==> src/rtl/bitalias_pkg.sv <==
package bitalias_pkg;

    typedef enum logic [3:0] {
        ST_IDLE,
        ST_FWD_REQ,
        ST_FWD_WAIT,
        ST_BIT_REQ,
        ST_BIT_WAIT,
        ST_MOD_REQ,
        ST_MOD_WAIT,
        ST_PUT_REQ,
        ST_PUT_WAIT,
        ST_REPLY
    } bb_state_e;

    typedef enum logic [1:0] {
        K_PASS,
        K_BIT_READ,
        K_BIT_WRITE,
        K_MISALIGNED
    } bb_kind_e;

endpackage

==> src/rtl/bb_addr_decode.sv <==
module bb_addr_decode
    import bitalias_pkg::*;
#(
    parameter int unsigned ADDR_W     = 32,
    parameter int unsigned DATA_W     = 32,
    parameter int unsigned BACK_LOG2  = 20,
    parameter logic [ADDR_W-1:0] BACK_BASE  = 32'h2000_0000,
    parameter logic [ADDR_W-1:0] ALIAS_BASE = 32'h2200_0000
) (
    input  logic [ADDR_W-1:0]         addr,
    input  logic                      write,
    output bb_kind_e                  kind,
    output logic [ADDR_W-1:0]         word_addr,
    output logic [$clog2(DATA_W)-1:0] bit_idx
);
    localparam int unsigned BIT_W      = $clog2(DATA_W);
    localparam int unsigned BYTE_LSB   = $clog2(DATA_W / 8);
    localparam int unsigned ALIAS_LOG2 = BACK_LOG2 + BIT_W;
    localparam int unsigned WIDX_W     = BACK_LOG2 - BYTE_LSB;

    logic              in_alias;
    logic              misal;
    logic [WIDX_W-1:0] widx;

    always_comb begin
        in_alias  = (addr[ADDR_W-1:ALIAS_LOG2] == ALIAS_BASE[ADDR_W-1:ALIAS_LOG2]);
        misal     = |addr[BYTE_LSB-1:0];
        bit_idx   = addr[BYTE_LSB +: BIT_W];
        widx      = addr[BYTE_LSB + BIT_W +: WIDX_W];
        word_addr = BACK_BASE | ({{(ADDR_W - WIDX_W){1'b0}}, widx} << BYTE_LSB);
        if (!in_alias) begin
            kind = K_PASS;
        end else if (misal) begin
            kind = K_MISALIGNED;
        end else if (write) begin
            kind = K_BIT_WRITE;
        end else begin
            kind = K_BIT_READ;
        end
    end

endmodule

==> src/rtl/bb_bit_merge.sv <==
module bb_bit_merge #(
    parameter int unsigned DATA_W = 32
) (
    input  logic [DATA_W-1:0]         word_in,
    input  logic [$clog2(DATA_W)-1:0] bit_idx,
    input  logic                      bit_val,
    output logic                      bit_out,
    output logic [DATA_W-1:0]         merged
);
    always_comb begin
        bit_out          = word_in[bit_idx];
        merged           = word_in;
        merged[bit_idx]  = bit_val;
    end

endmodule

==> src/rtl/bb_ctrl.sv <==
module bb_ctrl
    import bitalias_pkg::*;
#(
    parameter int unsigned ADDR_W = 32,
    parameter int unsigned DATA_W = 32
) (
    input  logic                      clk,
    input  logic                      rst_n,
    input  logic                      m_req_valid,
    output logic                      m_req_ready,
    input  logic [ADDR_W-1:0]         in_addr,
    input  logic                      in_write,
    input  logic [DATA_W-1:0]         in_wdata,
    input  bb_kind_e                  in_kind,
    input  logic [ADDR_W-1:0]         in_word_addr,
    input  logic [$clog2(DATA_W)-1:0] in_bit_idx,
    output logic                      m_rsp_valid,
    input  logic                      m_rsp_ready,
    output logic [DATA_W-1:0]         m_rsp_rdata,
    output logic                      m_rsp_err,
    output logic                      s_req_valid,
    input  logic                      s_req_ready,
    output logic [ADDR_W-1:0]         s_req_addr,
    output logic                      s_req_write,
    output logic [DATA_W-1:0]         s_req_wdata,
    output logic                      s_req_lock,
    input  logic                      s_rsp_valid,
    output logic                      s_rsp_ready,
    input  logic                      s_rsp_err,
    input  logic                      sel_bit,
    input  logic [DATA_W-1:0]         merged_word,
    output logic [$clog2(DATA_W)-1:0] cur_bit_idx,
    output logic                      cur_bit_val,
    output bb_kind_e                  cur_kind,
    output bb_state_e                 state_o
);
    localparam int unsigned BIT_W = $clog2(DATA_W);

    bb_state_e         state, state_nx;
    logic [ADDR_W-1:0] cap_addr, cap_word;
    logic              cap_write;
    logic [DATA_W-1:0] cap_wdata, put_word, rsp_data;
    logic [BIT_W-1:0]  cap_bit;
    bb_kind_e          cap_kind;
    logic              rsp_err;
    logic              take, mem_hs, back_hs;

    assign take    = m_req_valid && m_req_ready;
    assign mem_hs  = s_req_valid && s_req_ready;
    assign back_hs = s_rsp_valid && s_rsp_ready;

    // State register
    always_ff @(posedge clk) begin
        if (!rst_n) begin
            state <= ST_IDLE;
        end else begin
            state <= state_nx;
        end
    end

    // Next-state logic
    always_comb begin
        state_nx = state;
        unique case (state)
            ST_IDLE: begin
                if (m_req_valid) begin
                    unique case (in_kind)
                        K_PASS:       state_nx = ST_FWD_REQ;
                        K_BIT_READ:   state_nx = ST_BIT_REQ;
                        K_BIT_WRITE:  state_nx = ST_MOD_REQ;
                        K_MISALIGNED: state_nx = ST_REPLY;
                        default:      state_nx = ST_REPLY;
                    endcase
                end
            end
            ST_FWD_REQ:  if (s_req_ready) state_nx = ST_FWD_WAIT;
            ST_FWD_WAIT: if (s_rsp_valid) state_nx = ST_REPLY;
            ST_BIT_REQ:  if (s_req_ready) state_nx = ST_BIT_WAIT;
            ST_BIT_WAIT: if (s_rsp_valid) state_nx = ST_REPLY;
            ST_MOD_REQ:  if (s_req_ready) state_nx = ST_MOD_WAIT;
            ST_MOD_WAIT: if (s_rsp_valid) state_nx = s_rsp_err ? ST_REPLY : ST_PUT_REQ;
            ST_PUT_REQ:  if (s_req_ready) state_nx = ST_PUT_WAIT;
            ST_PUT_WAIT: if (s_rsp_valid) state_nx = ST_REPLY;
            ST_REPLY:    if (m_rsp_ready) state_nx = ST_IDLE;
            default:     state_nx = ST_IDLE;
        endcase
    end

    // Output decode
    always_comb begin
        m_req_ready = 1'b0;
        m_rsp_valid = 1'b0;
        s_req_valid = 1'b0;
        s_req_addr  = cap_word;
        s_req_write = 1'b0;
        s_req_wdata = '0;
        s_req_lock  = 1'b0;
        s_rsp_ready = 1'b0;
        unique case (state)
            ST_IDLE:     m_req_ready = 1'b1;
            ST_FWD_REQ: begin
                s_req_valid = 1'b1;
                s_req_addr  = cap_addr;
                s_req_write = cap_write;
                s_req_wdata = cap_wdata;
            end
            ST_FWD_WAIT: s_rsp_ready = 1'b1;
            ST_BIT_REQ:  s_req_valid = 1'b1;
            ST_BIT_WAIT: s_rsp_ready = 1'b1;
            ST_MOD_REQ: begin
                s_req_valid = 1'b1;
                s_req_lock  = 1'b1;
            end
            ST_MOD_WAIT: begin
                s_rsp_ready = 1'b1;
                s_req_lock  = 1'b1;
            end
            ST_PUT_REQ: begin
                s_req_valid = 1'b1;
                s_req_write = 1'b1;
                s_req_wdata = put_word;
                s_req_lock  = 1'b1;
            end
            ST_PUT_WAIT: begin
                s_rsp_ready = 1'b1;
                s_req_lock  = 1'b1;
            end
            ST_REPLY:    m_rsp_valid = 1'b1;
            default: ;
        endcase
    end

    // Captured request and response payload
    always_ff @(posedge clk) begin
        if (!rst_n) begin
            cap_addr  <= '0;
            cap_word  <= '0;
            cap_write <= 1'b0;
            cap_wdata <= '0;
            cap_bit   <= '0;
            cap_kind  <= K_PASS;
            put_word  <= '0;
            rsp_data  <= '0;
            rsp_err   <= 1'b0;
        end else begin
            if (take) begin
                cap_addr  <= in_addr;
                cap_word  <= in_word_addr;
                cap_write <= in_write;
                cap_wdata <= in_wdata;
                cap_bit   <= in_bit_idx;
                cap_kind  <= in_kind;
                rsp_data  <= '0;
                rsp_err   <= (in_kind == K_MISALIGNED);
            end
            if (back_hs) begin
                unique case (state)
                    ST_FWD_WAIT: begin
                        rsp_data <= merged_word;
                        rsp_err  <= s_rsp_err;
                    end
                    ST_BIT_WAIT: begin
                        rsp_data <= {{(DATA_W-1){1'b0}}, sel_bit};
                        rsp_err  <= s_rsp_err;
                    end
                    ST_MOD_WAIT: begin
                        put_word <= merged_word;
                        rsp_data <= '0;
                        rsp_err  <= s_rsp_err;
                    end
                    ST_PUT_WAIT: begin
                        rsp_data <= '0;
                        rsp_err  <= s_rsp_err;
                    end
                    default: ;
                endcase
            end
        end
    end

    assign m_rsp_rdata = rsp_data;
    assign m_rsp_err   = rsp_err;
    assign cur_bit_idx = cap_bit;
    assign cur_bit_val = cap_wdata[0];
    assign cur_kind    = cap_kind;
    assign state_o     = state;


    lock_release_chk: assert property (@(posedge clk) disable iff (!rst_n)
        $fell(s_req_lock) |-> $past(back_hs));


    no_putback_on_err_chk: assert property (@(posedge clk) disable iff (!rst_n)
        (state == ST_MOD_WAIT && back_hs && s_rsp_err) |=> !s_req_valid);


    bit_read_single_chk: assert property (@(posedge clk) disable iff (!rst_n)
        (state == ST_BIT_WAIT && back_hs) |=> !s_req_valid);

    logic unused_ok;
    assign unused_ok = mem_hs;

endmodule

==> src/rtl/bitalias_bridge.sv <==
module bitalias_bridge
    import bitalias_pkg::*;
#(
    parameter int unsigned ADDR_W     = 32,
    parameter int unsigned DATA_W     = 32,
    parameter int unsigned BACK_LOG2  = 20,
    parameter logic [ADDR_W-1:0] BACK_BASE  = 32'h2000_0000,
    parameter logic [ADDR_W-1:0] ALIAS_BASE = 32'h2200_0000
) (
    input  logic              clk,
    input  logic              rst_n,
    input  logic              m_req_valid,
    output logic              m_req_ready,
    input  logic [ADDR_W-1:0] m_req_addr,
    input  logic              m_req_write,
    input  logic [DATA_W-1:0] m_req_wdata,
    output logic              m_rsp_valid,
    input  logic              m_rsp_ready,
    output logic [DATA_W-1:0] m_rsp_rdata,
    output logic              m_rsp_err,
    output logic              s_req_valid,
    input  logic              s_req_ready,
    output logic [ADDR_W-1:0] s_req_addr,
    output logic              s_req_write,
    output logic [DATA_W-1:0] s_req_wdata,
    output logic              s_req_lock,
    input  logic              s_rsp_valid,
    output logic              s_rsp_ready,
    input  logic [DATA_W-1:0] s_rsp_rdata,
    input  logic              s_rsp_err
);
    localparam int unsigned BIT_W = $clog2(DATA_W);

    bb_kind_e          dec_kind, cur_kind;
    bb_state_e         state;
    logic [ADDR_W-1:0] dec_word;
    logic [BIT_W-1:0]  dec_bit, cur_bit;
    logic              cur_val, sel_bit;
    logic [DATA_W-1:0] merged, merge_src;

    bb_addr_decode #(
        .ADDR_W     (ADDR_W),
        .DATA_W     (DATA_W),
        .BACK_LOG2  (BACK_LOG2),
        .BACK_BASE  (BACK_BASE),
        .ALIAS_BASE (ALIAS_BASE)
    ) u_decode (
        .addr      (m_req_addr),
        .write     (m_req_write),
        .kind      (dec_kind),
        .word_addr (dec_word),
        .bit_idx   (dec_bit)
    );

    // Forwarded reads pass the word untouched: merge writes back its own bit.
    logic pass_mode;
    assign pass_mode = (state == ST_FWD_WAIT);
    assign merge_src = s_rsp_rdata;

    logic merge_val;
    assign merge_val = pass_mode ? s_rsp_rdata[cur_bit] : cur_val;

    bb_bit_merge #(
        .DATA_W (DATA_W)
    ) u_merge (
        .word_in (merge_src),
        .bit_idx (cur_bit),
        .bit_val (merge_val),
        .bit_out (sel_bit),
        .merged  (merged)
    );

    bb_ctrl #(
        .ADDR_W (ADDR_W),
        .DATA_W (DATA_W)
    ) u_ctrl (
        .clk          (clk),
        .rst_n        (rst_n),
        .m_req_valid  (m_req_valid),
        .m_req_ready  (m_req_ready),
        .in_addr      (m_req_addr),
        .in_write     (m_req_write),
        .in_wdata     (m_req_wdata),
        .in_kind      (dec_kind),
        .in_word_addr (dec_word),
        .in_bit_idx   (dec_bit),
        .m_rsp_valid  (m_rsp_valid),
        .m_rsp_ready  (m_rsp_ready),
        .m_rsp_rdata  (m_rsp_rdata),
        .m_rsp_err    (m_rsp_err),
        .s_req_valid  (s_req_valid),
        .s_req_ready  (s_req_ready),
        .s_req_addr   (s_req_addr),
        .s_req_write  (s_req_write),
        .s_req_wdata  (s_req_wdata),
        .s_req_lock   (s_req_lock),
        .s_rsp_valid  (s_rsp_valid),
        .s_rsp_ready  (s_rsp_ready),
        .s_rsp_err    (s_rsp_err),
        .sel_bit      (sel_bit),
        .merged_word  (merged),
        .cur_bit_idx  (cur_bit),
        .cur_bit_val  (cur_val),
        .cur_kind     (cur_kind),
        .state_o      (state)
    );


    req_hold_chk: assert property (@(posedge clk) disable iff (!rst_n)
        (s_req_valid && !s_req_ready) |=> (s_req_valid && $stable(s_req_addr)
            && $stable(s_req_write) && $stable(s_req_wdata) && $stable(s_req_lock)));


    rsp_hold_chk: assert property (@(posedge clk) disable iff (!rst_n)
        (m_rsp_valid && !m_rsp_ready) |=> (m_rsp_valid && $stable(m_rsp_rdata)
            && $stable(m_rsp_err)));


    single_req_chk: assert property (@(posedge clk) disable iff (!rst_n)
        m_req_ready |-> (!s_req_valid && !m_rsp_valid && !s_req_lock));


    alias_rd_zero_chk: assert property (@(posedge clk) disable iff (!rst_n)
        (m_rsp_valid && cur_kind == K_BIT_READ) |-> (m_rsp_rdata[DATA_W-1:1] == '0));


    misaligned_no_mem_chk: assert property (@(posedge clk) disable iff (!rst_n)
        (cur_kind == K_MISALIGNED && !m_req_ready) |-> (!s_req_valid && m_rsp_valid && m_rsp_err));


    one_bit_change_chk: assert property (@(posedge clk) disable iff (!rst_n)
        (state == ST_MOD_WAIT && s_rsp_valid) |-> ($countones(merged ^ s_rsp_rdata) <= 1));

endmodule

==> config.mk <==
export PLATFORM = sky130hd
export DESIGN_NAME = bitalias_bridge
export DESIGN_NICKNAME = d
export VERILOG_FILES = /design/src/rtl/bitalias_pkg.sv /design/src/rtl/bb_addr_decode.sv /design/src/rtl/bb_bit_merge.sv /design/src/rtl/bb_ctrl.sv /design/src/rtl/bitalias_bridge.sv
export SDC_FILE = /design/constraint.sdc
export NUM_CORES = 1
export LEC_CHECK = 0
export BUFFER_PORTS_ARGS = -buffer_cell sky130_fd_sc_hd__buf_4
export CAP_MARGIN = 40
export CORE_MARGIN = 4
export CORE_UTILIZATION = 30
export DETAILED_ROUTE_END_ITERATION = 7
export GPL_ROUTABILITY_DRIVEN = 0
export HOLD_SLACK_MARGIN = 0.1
export PLACE_DENSITY_LB_ADDON = 0.25
export SYNTH_ARGS = -nofsm -noshare
export SYNTH_HDL_FRONTEND = slang
export SYNTH_SLANG_ARGS = --single-unit
export TNS_END_PERCENT = 50
==> constraint.sdc <==
create_clock -name clk -period 2.9 [get_ports clk]
set_input_delay 0 -clock clk [delete_from_list [all_inputs] [get_ports clk]]
set_output_delay 0 -clock clk [all_outputs]
set_load 0.05 [all_outputs]
# Word-level counts from Yosys, hierarchy flattened
# Index checks and enable logic that the tools add are counted.
# word_totals
register_bits	158
input_bits	104
out_inout_bits	103
word_cells	79
# op_classes
magnitude_cmp	2
n_eq_ne	21
mux	34
reduce_logical	13
# op_table
cell	count
$mux 32	3
$pmux 32 s3	1
$pmux 32 s2	1
$mux 4	9
$bwmux 32	1
$pmux 4 s8	1
$eq 4x3->1 const B	4
$pmux 4 s4	1
$ne 2x2->1 const B	7
$reduce_or 4->1	3
$mux 1	11
$eq 4x2->1 const B	2
$eq 4x4->1 const B	2
$reduce_and 8->1	1
$eq 7x5->1 const B	1
$lt 5x6->1 const B	1
$mux 2	3
$bmux 1 s5	1
$demux 1 s5	1
$ge 5x1->1 const B	1
$eq 2x2->1 const B	2
$eq 4x1->1 const B	1
$logic_not 4->1	1
$reduce_or 2->1	2
other kinds (7)	9

# Logic depth before layout (Yosys ltp)
# Gate-level depths: netlist (run 1).
# logic_depth
word_depth	7
ltp_mapped	9
depth_no_buf	7

# Hierarchy
# From an unflattened synthesis (run 1), not the netlist that was laid out.
# hier_totals
cells_unflattened	1104
area_unflattened_um2	9208.8
# modules_own_cells
module	instances	cells_each	area_per_inst_um2	seq_area_each_um2
bb_ctrl	1	892	7623.6	3463.3
bb_bit_merge	1	123	909.6	0.0
bitalias_bridge	1	44	346.6	0.0
bb_addr_decode	1	45	329.1	0.0

# Worst setup path before layout (run 1)
# Ideal clock, no wire load.
# synth_timing
path_type	register to register
from	register u_ctrl.state[3] (netlist: u_ctrl.state_o[3])
to	register u_ctrl.state[3] (netlist: u_ctrl.state_o[3])
setup_ps	70
arrival_time_ps	2614
required_time_ps	2830
slack_ps	216
stages_incl_launch_ff	9
n_path_buf	2
period_less_slack_ps	2684
cell_sequence	dfxtp_1 -> clkbuf_1 -> clkbuf_1 -> nor3_1 -> nor3_1 -> o21ai_0 -> o31ai_1 -> o21ai_0 -> a21oi_1
# synth_via
elab_chain_cells	4
word_cells_on_any_way	21
classes_between	17 x eq/ne; 1 x mux; 3 x reduce/logical
# synth_lines
item	line	text
start, declared	bb_ctrl.sv:39	bb_state_e state, state_nx;
start signal, assigned	bb_ctrl.sv:57	state <= state_nx;
$eq 4x2->1 (tied with other cells)	bb_ctrl.sv:64	unique case (state)
$reduce_or 3->1 (no source line)	--	
$ne 2x1->1 (no source line)	--	
$reduce_and 8->1 (no source line)	--	
# Several ways; a longest one is shown, not always the timed one.
# A chain may end at the register's enable or synchronous reset.

# Final worst setup path (run 1)
# layout_timing
from	register u_ctrl.cap_bit[3] (netlist: u_ctrl.cur_bit_idx[3])
to	register u_ctrl.rsp_data[21] (netlist: u_ctrl.m_rsp_rdata[21])
# layout_via
elab_chain_cells	7
word_cells_on_any_way	11
classes_between	2 x order compare; 8 x mux; 1 x reduce/logical
# layout_lines
item	line	text
start, declared	bb_ctrl.sv:43	logic [BIT_W-1:0] cap_bit;
start signal, assigned	bb_ctrl.sv:151	cap_bit <= in_bit_idx;
$lt 5x6->1 (not written as such) / $ge 5x1->1 (equally long branches)	bb_bit_merge.sv:13	merged[bit_idx] = bit_val;
$logic_and 1x1->1 (not written as such)	bb_bit_merge.sv:13	
$mux 1 (not written as such)	bb_bit_merge.sv:13	
$demux 1 s5	--	
$bwmux 32 (*)	bb_bit_merge.sv:13	
$pmux 32 s3 (*)	bb_ctrl.sv:157	unique case (state)
$mux 32 (*)	bb_ctrl.sv:156	if (back_hs) begin
end signal, assigned	bb_ctrl.sv:159	rsp_data <= merged_word;
end signal, assigned	bb_ctrl.sv:163	rsp_data <= {{(DATA_W-1){1'b0}}, sel_bit};
end, declared	bb_ctrl.sv:42	logic [DATA_W-1:0] cap_wdata, put_word, rsp_data;
# Mark *: on every way between the ends. The rest lies on a longest branch, timed or not. The select of a mux whose other input is x is not followed.

==> results of run 1 <==
kinds of logic (layout without fill, tap and decap cells):
kind of cell / Yosys count / in the layout / synth area share
AOI/OAI and AO/OA: 286 / 286 / 0.294
xor gates and xnor gates: 1 / 1 / 0.00134
buffers and inverters: 72 / 387 / 0.0449
DFF: 135 / 135 / 0.415
muxes: 35 / 35 / 0.0631
and+or+nand+nor: 259 / 259 / 0.182
Yosys cell counts (5+ instances only):
cell / n / share of area
nand2_1: 182 / 0.10
dfxtp_1: 135 / 0.41
a21oi_1: 96 / 0.074
a22o_1: 64 / 0.086
clkbuf_1: 58 / 0.033
a32oi_1: 31 / 0.042
o21ai_0: 31 / 0.024
mux2_2: 25 / 0.043
nor2_1: 22 / 0.013
a31oi_1: 20 / 0.019
o21ai_1: 16 / 0.012
and2_1: 14 / 0.013
nor3_1: 8 / 0.0061
o31ai_1: 8 / 0.0092
mux2i_1: 7 / 0.011
buf_2: 6 / 0.0046
nand3_1: 6 / 0.0046
inv_1: 5 / 0.0029
worst paths after layout:
check | startpoint | to | slack [ns]
setup / recovery | u_ctrl.cur_bit_idx[3] | u_ctrl.m_rsp_rdata[21] | 0.38
hold reg to reg | u_ctrl.cap_addr[28] | u_ctrl.cap_addr[28] | 0.45
setup reg to reg | u_ctrl.cur_bit_idx[3] | u_ctrl.m_rsp_rdata[21] | 0.38
hold / removal | s_rsp_rdata[19] | u_ctrl.m_rsp_rdata[19] | 0.14
metrics by stage:
step	util	hold slack, ns	cells	power (W)	area [um^2]
floorplan	-	0.136	788	0.00308	6520
global placement	0.397	0.248	1229	0.00362	8420
detailed placement	0.397	0.256	1229	0.00363	8420
CTS	0.482	0.116	1378	0.00609	10200
global route	0.482	0.156	1378	0.00633	10200
finish	0.482	0.135	1378	0.00606	10200
critical path, delay by kind of cell (launching register included):
family / cells / cell delay [ns]
compound gates: 3 / 0.76
flops: 1 / 0.63
simple gates: 2 / 0.98
cell type report:
class | instances | area, um^2
clock buffer | 20 | 457
multi-input combinational | 581 | 3560
tap | 275 | 344
timing repair buffer | 350 | 2970
clock inverter | 11 | 174
inverter | 6 | 22.5
sequential | 135 | 2700
fill | 2035 | 11000
power groups by stage:
stage          clock, W  combinational [W]  sequential [W]
3_3_place_gp          0            0.00152         0.00210
6_report        0.00232            0.00168         0.00206
2_1_floorplan         0           0.000946         0.00213
5_1_grt         0.00245            0.00180         0.00208
4_1_cts         0.00236            0.00167         0.00206
3_5_place_dp          0            0.00152         0.00210
flip-flops by register name, summed over array words and instances (netlist names), 4 cells and up:
| name | cells |
|---|---|
| u_ctrl.put_word | 32 |
| u_ctrl.m_rsp_rdata | 32 |
| u_ctrl.cur_bit_idx | 4 |
| u_ctrl.cap_wdata | 32 |
| u_ctrl.state_o | 4 |
| u_ctrl.cap_addr | 28 |
per-layer routing:
| layer | routed length, um | part of all wire | vias to the layer above | track usage |
|---|---|---|---|---|
| li1 | - | - | 3475 | - |
| met1 | 10700 | 0.42 | 3349 | 0.253 |
| met2 | 12700 | 0.49 | 244 | 0.357 |
| met3 | 1810 | 0.070 | 29 | 0.0576 |
| met4 | 528 | 0.021 | 0 | 0.0613 |
| met5 | 0 | 0 | - | 0 |
cell usage in the layout, fill, tap and decap left out, drive strengths merged, types with 2 or more instances in the layout:
| cell | count |
|---|---|
| clkinv | 4 |
| or2 | 3 |
| and2 | 14 |
| nor2b | 3 |
| nor3b | 4 |
| nor3 | 10 |
| mux2 | 26 |
| mux4 | 2 |
| nor4 | 4 |
| a22o | 64 |
| a31oi | 20 |
| nand2 | 182 |
| o21a | 2 |
| o22ai | 3 |
| a32oi | 31 |
| a22oi | 3 |
| dlygate4sd3 | 118 |
| dfxtp | 135 |
| a41oi | 2 |
| nand2b | 4 |
| clkbuf | 20 |
| or4 | 2 |
| nor2 | 22 |
| clkinvlp | 3 |
| bufinv | 4 |
| mux2i | 7 |
| inv | 6 |
| o31ai | 8 |
| a21oi | 97 |
| and3 | 2 |
| o21ai | 47 |
| nand3 | 6 |
| buf | 232 |
==> results.sh, run 1 <==
export IMPL_synthesis_area_um2=6520
export IMPL_via_count=7097
export IMPL_synth_seq_cells=135
export IMPL_slew_viol_final=0
export IMPL_syn_num_nets=892
export IMPL_leakage_nw=4.23
export IMPL_rsz0062_at_grt="no"
export IMPL_drtIter0Drc=417
export IMPL_synth_cells=788
export IMPL_final_nets=1195
export IMPL_worstSetupStartpointType="flop"
export IMPL_grt_overflow_total=0
export IMPL_cts_sinks=135
export IMPL_grt_pass1_vias=6973
export IMPL_crit_required_ns=3.18
export IMPL_synth_edf_count=0
export IMPL_post_cts_repair_setup_buffers=0
export IMPL_antenna_left=0
export IMPL_path_class="reg -> reg"
export IMPL_cpPeakStageDelay_ns=0.63
export IMPL_clockBufferDepth=2
export IMPL_grt_max_degree=50
export IMPL_cts_buffers=17
export IMPL_coreArea_um2=21200
export IMPL_synth_ff_type="dfxtp_1"
export IMPL_ios=207
export IMPL_maxCapViolations=0
export IMPL_setup_tns_ns=0
export IMPL_portBuffers=206
export IMPL_antenna_found_initial=0
export IMPL_cts_hold_buf=118
export IMPL_wl_um=25800
export IMPL_firstDrtPassIters=5
export IMPL_ctsResizeCount=0
export IMPL_peakVddDrop_mv=0.357
export IMPL_seq_power_share=0.341
export IMPL_max_freq_mhz=396
export IMPL_ys_seq_area_frac=0.415
export IMPL_p_sw_frac=0.325
export IMPL_whs_path_depth=5
export IMPL_p_comb_frac=0.277
export IMPL_cts_clk_slew_worst_paths_ns=0.06
export IMPL_crit_slowest_cell="dfxtp_1"
export IMPL_internal_power_w=0.00409
export IMPL_powerDensity_nw_per_um2=592
export IMPL_async_reset_ff_frac=0
export IMPL_setup_viol=0
export IMPL_worst_pin_slew_ns=0.657
export IMPL_grt_pass1_wl_um=39600
export IMPL_fin_ws_ns=0.377
export IMPL_drc=0
export IMPL_reg2reg_depth=5
export IMPL_diodes=0
export IMPL_crit_chain="nand3b_1, o22ai_1, o32a_4, nor4_4, o21ai_1"
export IMPL_row_count=53
export IMPL_worst_clock_skew_ns=0.0105
export IMPL_yosys_warnings=0
export IMPL_fp_dieH_um=155
export IMPL_cts_htree_levels=4
export IMPL_pre_cts_slack_ns=0.404
export IMPL_die_x_um=155
export IMPL_finalHoldViolCount=0
export IMPL_wl_per_cell_um=18.7
export IMPL_switchingPower_w=0.00197
export IMPL_clock_root_buffer="clkbuf_16"
export IMPL_dp_hpwl_um=18100
export IMPL_clockPowerShare=0.383
export IMPL_fin_crit_ns=2.52
export IMPL_holdCritPathClass="in -> reg"
export IMPL_grtUsageTotal=0.208
export IMPL_cts_tree="done"
export IMPL_drt_vias_per_instance=5.15
export IMPL_worst_path_max_fanout=14
export IMPL_worstSkewPairLatency_ns=0.42
export IMPL_die_area_um2=24200
export IMPL_fin_crit_sh=0.870
export IMPL_avgSynthCellArea_um2=8.27
export IMPL_critPathArrivalTime_ns=2.80
export IMPL_worstSetupEndpointType="flop"
export IMPL_max_slew_margin_rel=0.561
export IMPL_ys_types=49
export IMPL_area_delta_synth_final_pct=56.9
export IMPL_start_util=0.307
export IMPL_drive_above_1_share=0.286
export IMPL_status="finished, final reports clean"
Note: power is estimated with default switching activity, not from simulation.
==> run 2: changes to the inputs <==
--- a/config.mk
+++ b/config.mk
@@ -5,6 +5,7 @@
 export SDC_FILE = /design/constraint.sdc
 export NUM_CORES = 1
 export LEC_CHECK = 0
+export ABC_AREA = 1
 export BUFFER_PORTS_ARGS = -buffer_cell sky130_fd_sc_hd__buf_4
 export CAP_MARGIN = 40
 export CORE_MARGIN = 4
==> run 2 against run 1 <==
Against the previous run:
- design area is 2.1% higher
- largest cell class unchanged
- count of clock-buffer cells in the layout is 2 lower
- global-route usage down 2.1 points
- critical path depth increased by 6
==> results.sh, run 2 <==
export IMPL_crit_slowest_cell="dlygate4sd3_1"
export IMPL_synth_ff_type="dfxtp_1"
export IMPL_holdCritPathClass="in -> reg"
export IMPL_drt_vias_per_instance=4.58
export IMPL_hp_start="m_req_valid"
export IMPL_worst_clock_skew_ns=0.00777
export IMPL_fin_crit_sh=0.865
export IMPL_synth_largest_area_cell="dfxtp_1"
export IMPL_rr_startpoint="u_ctrl.state_o[3]"
export IMPL_clock_root_buffer="clkbuf_16"
export IMPL_clockPowerShare=0.262
export IMPL_synth_area_leaders="dfxtp_1, nand2_1, a21oi_1"
export IMPL_grtUsageTotal=0.187
export IMPL_leakage_nw=4.63
export IMPL_worst_pin_slew_ns=0.697
export IMPL_p_comb_frac=0.457
export IMPL_postPlaceCellArea_um2=8830
export IMPL_syn_num_nets=1165
export IMPL_peakVddDrop_mv=0.438
export IMPL_post_cts_repair_setup_buffers=0
export IMPL_synthesis_area_um2=7100
export IMPL_diodes=0
export IMPL_rsz0062_at_grt="no"
export IMPL_p_sw_frac=0.449
export IMPL_final_nets=1437
export IMPL_synthTopCellsByCount="nand2_1, inv_1, a21oi_1, dfxtp_1, o21ai_0"
export IMPL_synth_cells=1061
export IMPL_worstSkewPairLatency_ns=0.42
export IMPL_crit_top_cell="inv_1"
export IMPL_synth_top_family_by_area="simple AND/OR/NAND/NOR gates"
export IMPL_ys_types=32
export IMPL_row_count=56
export IMPL_synth_compound_area_frac=0.198
export IMPL_synth_seq_cells=135
export IMPL_seq_power_share=0.280
export IMPL_antenna_found_initial=0
export IMPL_crit_buf_inv=4
export IMPL_hold_ws_ns=0.182
export IMPL_drc=0
export IMPL_fill_cells=2425
export IMPL_multiInputGateArea_um2=3440
export IMPL_wl_per_cell_um=15.1
export IMPL_grt_max_degree=86
export IMPL_yosys_warnings=0
export IMPL_async_reset_ff_frac=0
export IMPL_fin_crit_ns=2.51
export IMPL_wl_um=25200
export IMPL_sequential_cell_area_um2=2700
export IMPL_drive_above_1_share=0.244
export IMPL_setup_tns_ns=0
export IMPL_antenna_left=0
export IMPL_fin_ws_ns=0.392
export IMPL_avgSynthCellArea_um2=6.69
export IMPL_cts_buffers=17
export IMPL_power_w=0.00820
export IMPL_stdcell_area_um2=10500
export IMPL_status="finished, final reports clean"
export IMPL_ys_seq_area_frac=0.380
export IMPL_fp_dieH_um=162
export IMPL_synth_mux_area_frac=0
export IMPL_max_slew_margin_rel=0.534
export IMPL_synth_top_cell_area_share=0.380
export IMPL_layout_commonest_cell="buf_4"
export IMPL_whs_path_depth=3
export IMPL_cts_clk_slew_worst_paths_ns=0.06
export IMPL_synth_fa_ha_area_frac=0
export IMPL_whs_endpoint="u_ctrl.cap_addr[20]"
export IMPL_synth_xor_area_frac=0
export IMPL_internal_power_w=0.00452
export IMPL_area_delta_synth_final_pct=47.1
export IMPL_reg2reg_depth=11
export IMPL_start_util=0.304
export IMPL_cts_htree_levels=4
export IMPL_finalHoldViolCount=0
export IMPL_dp_hpwl_um=17500
export IMPL_synthSimpleGateAreaFrac=0.284
export IMPL_slew_viol_final=0
export IMPL_worstSetupStartpointType="flop"
export IMPL_cts_tree="done"
export IMPL_grt_pass1_wl_um=39200
export IMPL_worstSetupEndpointType="flop"
export IMPL_critPathArrivalTime_ns=2.81
export IMPL_max_freq_mhz=399
export IMPL_crit_required_ns=3.21
export IMPL_die_area_um2=26200
export IMPL_maxCapViolations=0
export IMPL_cts_sinks=135
export IMPL_drtIter0Drc=624
export IMPL_crit_chain="nor2_2, inv_1, nor2_2, inv_1, nor2_1, nor2_1, o21ai_0, inv_1, nand2_1, a21oi_1, dlygate4sd3_1"
export IMPL_die_x_um=162
export IMPL_final_cell_mix="buf_4, nand2_1, inv_1"
export IMPL_yosysMostFrequentCell="nand2_1"
export IMPL_path_class="reg -> reg"
export IMPL_cpPeakStageDelay_ns=0.56
export IMPL_setup_viol=0
export IMPL_ff2ff_setup_slack_ns=0.39
export IMPL_ios=207
export IMPL_grt_overflow_total=0
export IMPL_synth_edf_count=0
export IMPL_firstDrtPassIters=6
export IMPL_cpLargestDelayFamily="buffers and inverters"
export IMPL_switchingPower_w=0.00368
export IMPL_portBuffers=206
export IMPL_timing_rr_end="u_ctrl.state_o[2]"
export IMPL_grt_pass1_vias=7186
export IMPL_worst_path_max_fanout=8
export IMPL_coreArea_um2=23400
export IMPL_powerDensity_nw_per_um2=785
export IMPL_clockBufferDepth=2
export IMPL_pre_cts_slack_ns=0.538
export IMPL_via_count=7634
==> run 2: cell count changes after synthesis, moves of 25 or more <==
cell,delta
nand2_1,+29
o22ai_1,+29
a22o_1,-64
nand3_1,+63
inv_1,+150
a32oi_1,-31
nand3_2,+31
mux2_2,-25
or2_2,+25
nor2_1,+40
o21ai_0,+66
a21oi_1,+40
==> run 2: metrics by stage <==
step | utilization | std cells
finish | 0.447 | 1665
global route | 0.447 | 1665
CTS | 0.446 | 1665
detailed placement | 0.377 | 1529
global placement | 0.377 | 1529
floorplan | - | 1061
==> run 2: worst register-to-register path, delay by kind of cell, from the launching register on <==
| family | cells | cell delay, ns |
|---|---|---|
| AO/OA/AOI/OAI | 2 | 0.29 |
| AND/OR/NAND/NOR | 5 | 0.75 |
| buffers and inverters | 4 | 0.94 |
| flip-flops | 1 | 0.41 |
==> run 2: what timing repair did <==
item | 4_1_cts | 5_1_grt
hold buffers | 104 | 0
endpoints found under the hold margin | 135 | 0
resized for setup | 0 | 1
endpoints found under the setup margin | 0 | 1
==> run 2: power by group through the flow <==
| stage | registers, W | logic, W | clock network (W) |
|---|---|---|---|
| floorplan | 0.00232 | 0.00261 | 0 |
| global placement | 0.00233 | 0.00361 | 0 |
| detailed placement | 0.00233 | 0.00363 | 0 |
| CTS | 0.00229 | 0.00376 | 0.00221 |
| global route | 0.00233 | 0.00409 | 0.00227 |
| finish | 0.00230 | 0.00375 | 0.00215 |
==> run 2: cell families after synthesis <==
| family | count (synthesis) |
|---|---|
| AND/OR/NAND/NOR | 423 |
| buffers and inverters | 233 |
| flip-flops | 135 |
| AO/OA/AOI/OAI | 270 |
==> run 2: worst max path at each step <==
stage	startpoint	to	slack, ns	cells after the start
after floorplan	u_ctrl.state_o[3]	u_ctrl.m_rsp_rdata[10]	0.60	9
after global placement	u_ctrl.cur_bit_idx[1]	u_ctrl.put_word[27]	0.51	13
after detailed placement	u_ctrl.cur_bit_idx[1]	u_ctrl.put_word[27]	0.54	13
after CTS	u_ctrl.state_o[3]	u_ctrl.state_o[2]	0.29	11
after global routing	u_ctrl.state_o[3]	u_ctrl.state_o[2]	0.12	11
final	u_ctrl.state_o[3]	u_ctrl.state_o[2]	0.39	11
==> run 2: cell type report <==
cell class                      count  share of cell area
Clock buffer                       18              0.0411
Clock inverter                     14              0.0144
Inverter                          164              0.0589
Multi-Input combinational cell    693               0.329
Sequential cell                   135               0.259
Tap cell                          319              0.0382
Timing Repair Buffer              322               0.260
==> run 2: per-layer routing <==
layer	vias up	global-route usage	wire length, um
li1	3953	-	-
met1	3424	0.262	12100
met4	0	0.0500	534
met3	38	0.0368	1290
met2	219	0.294	11300
met5	-	0	0
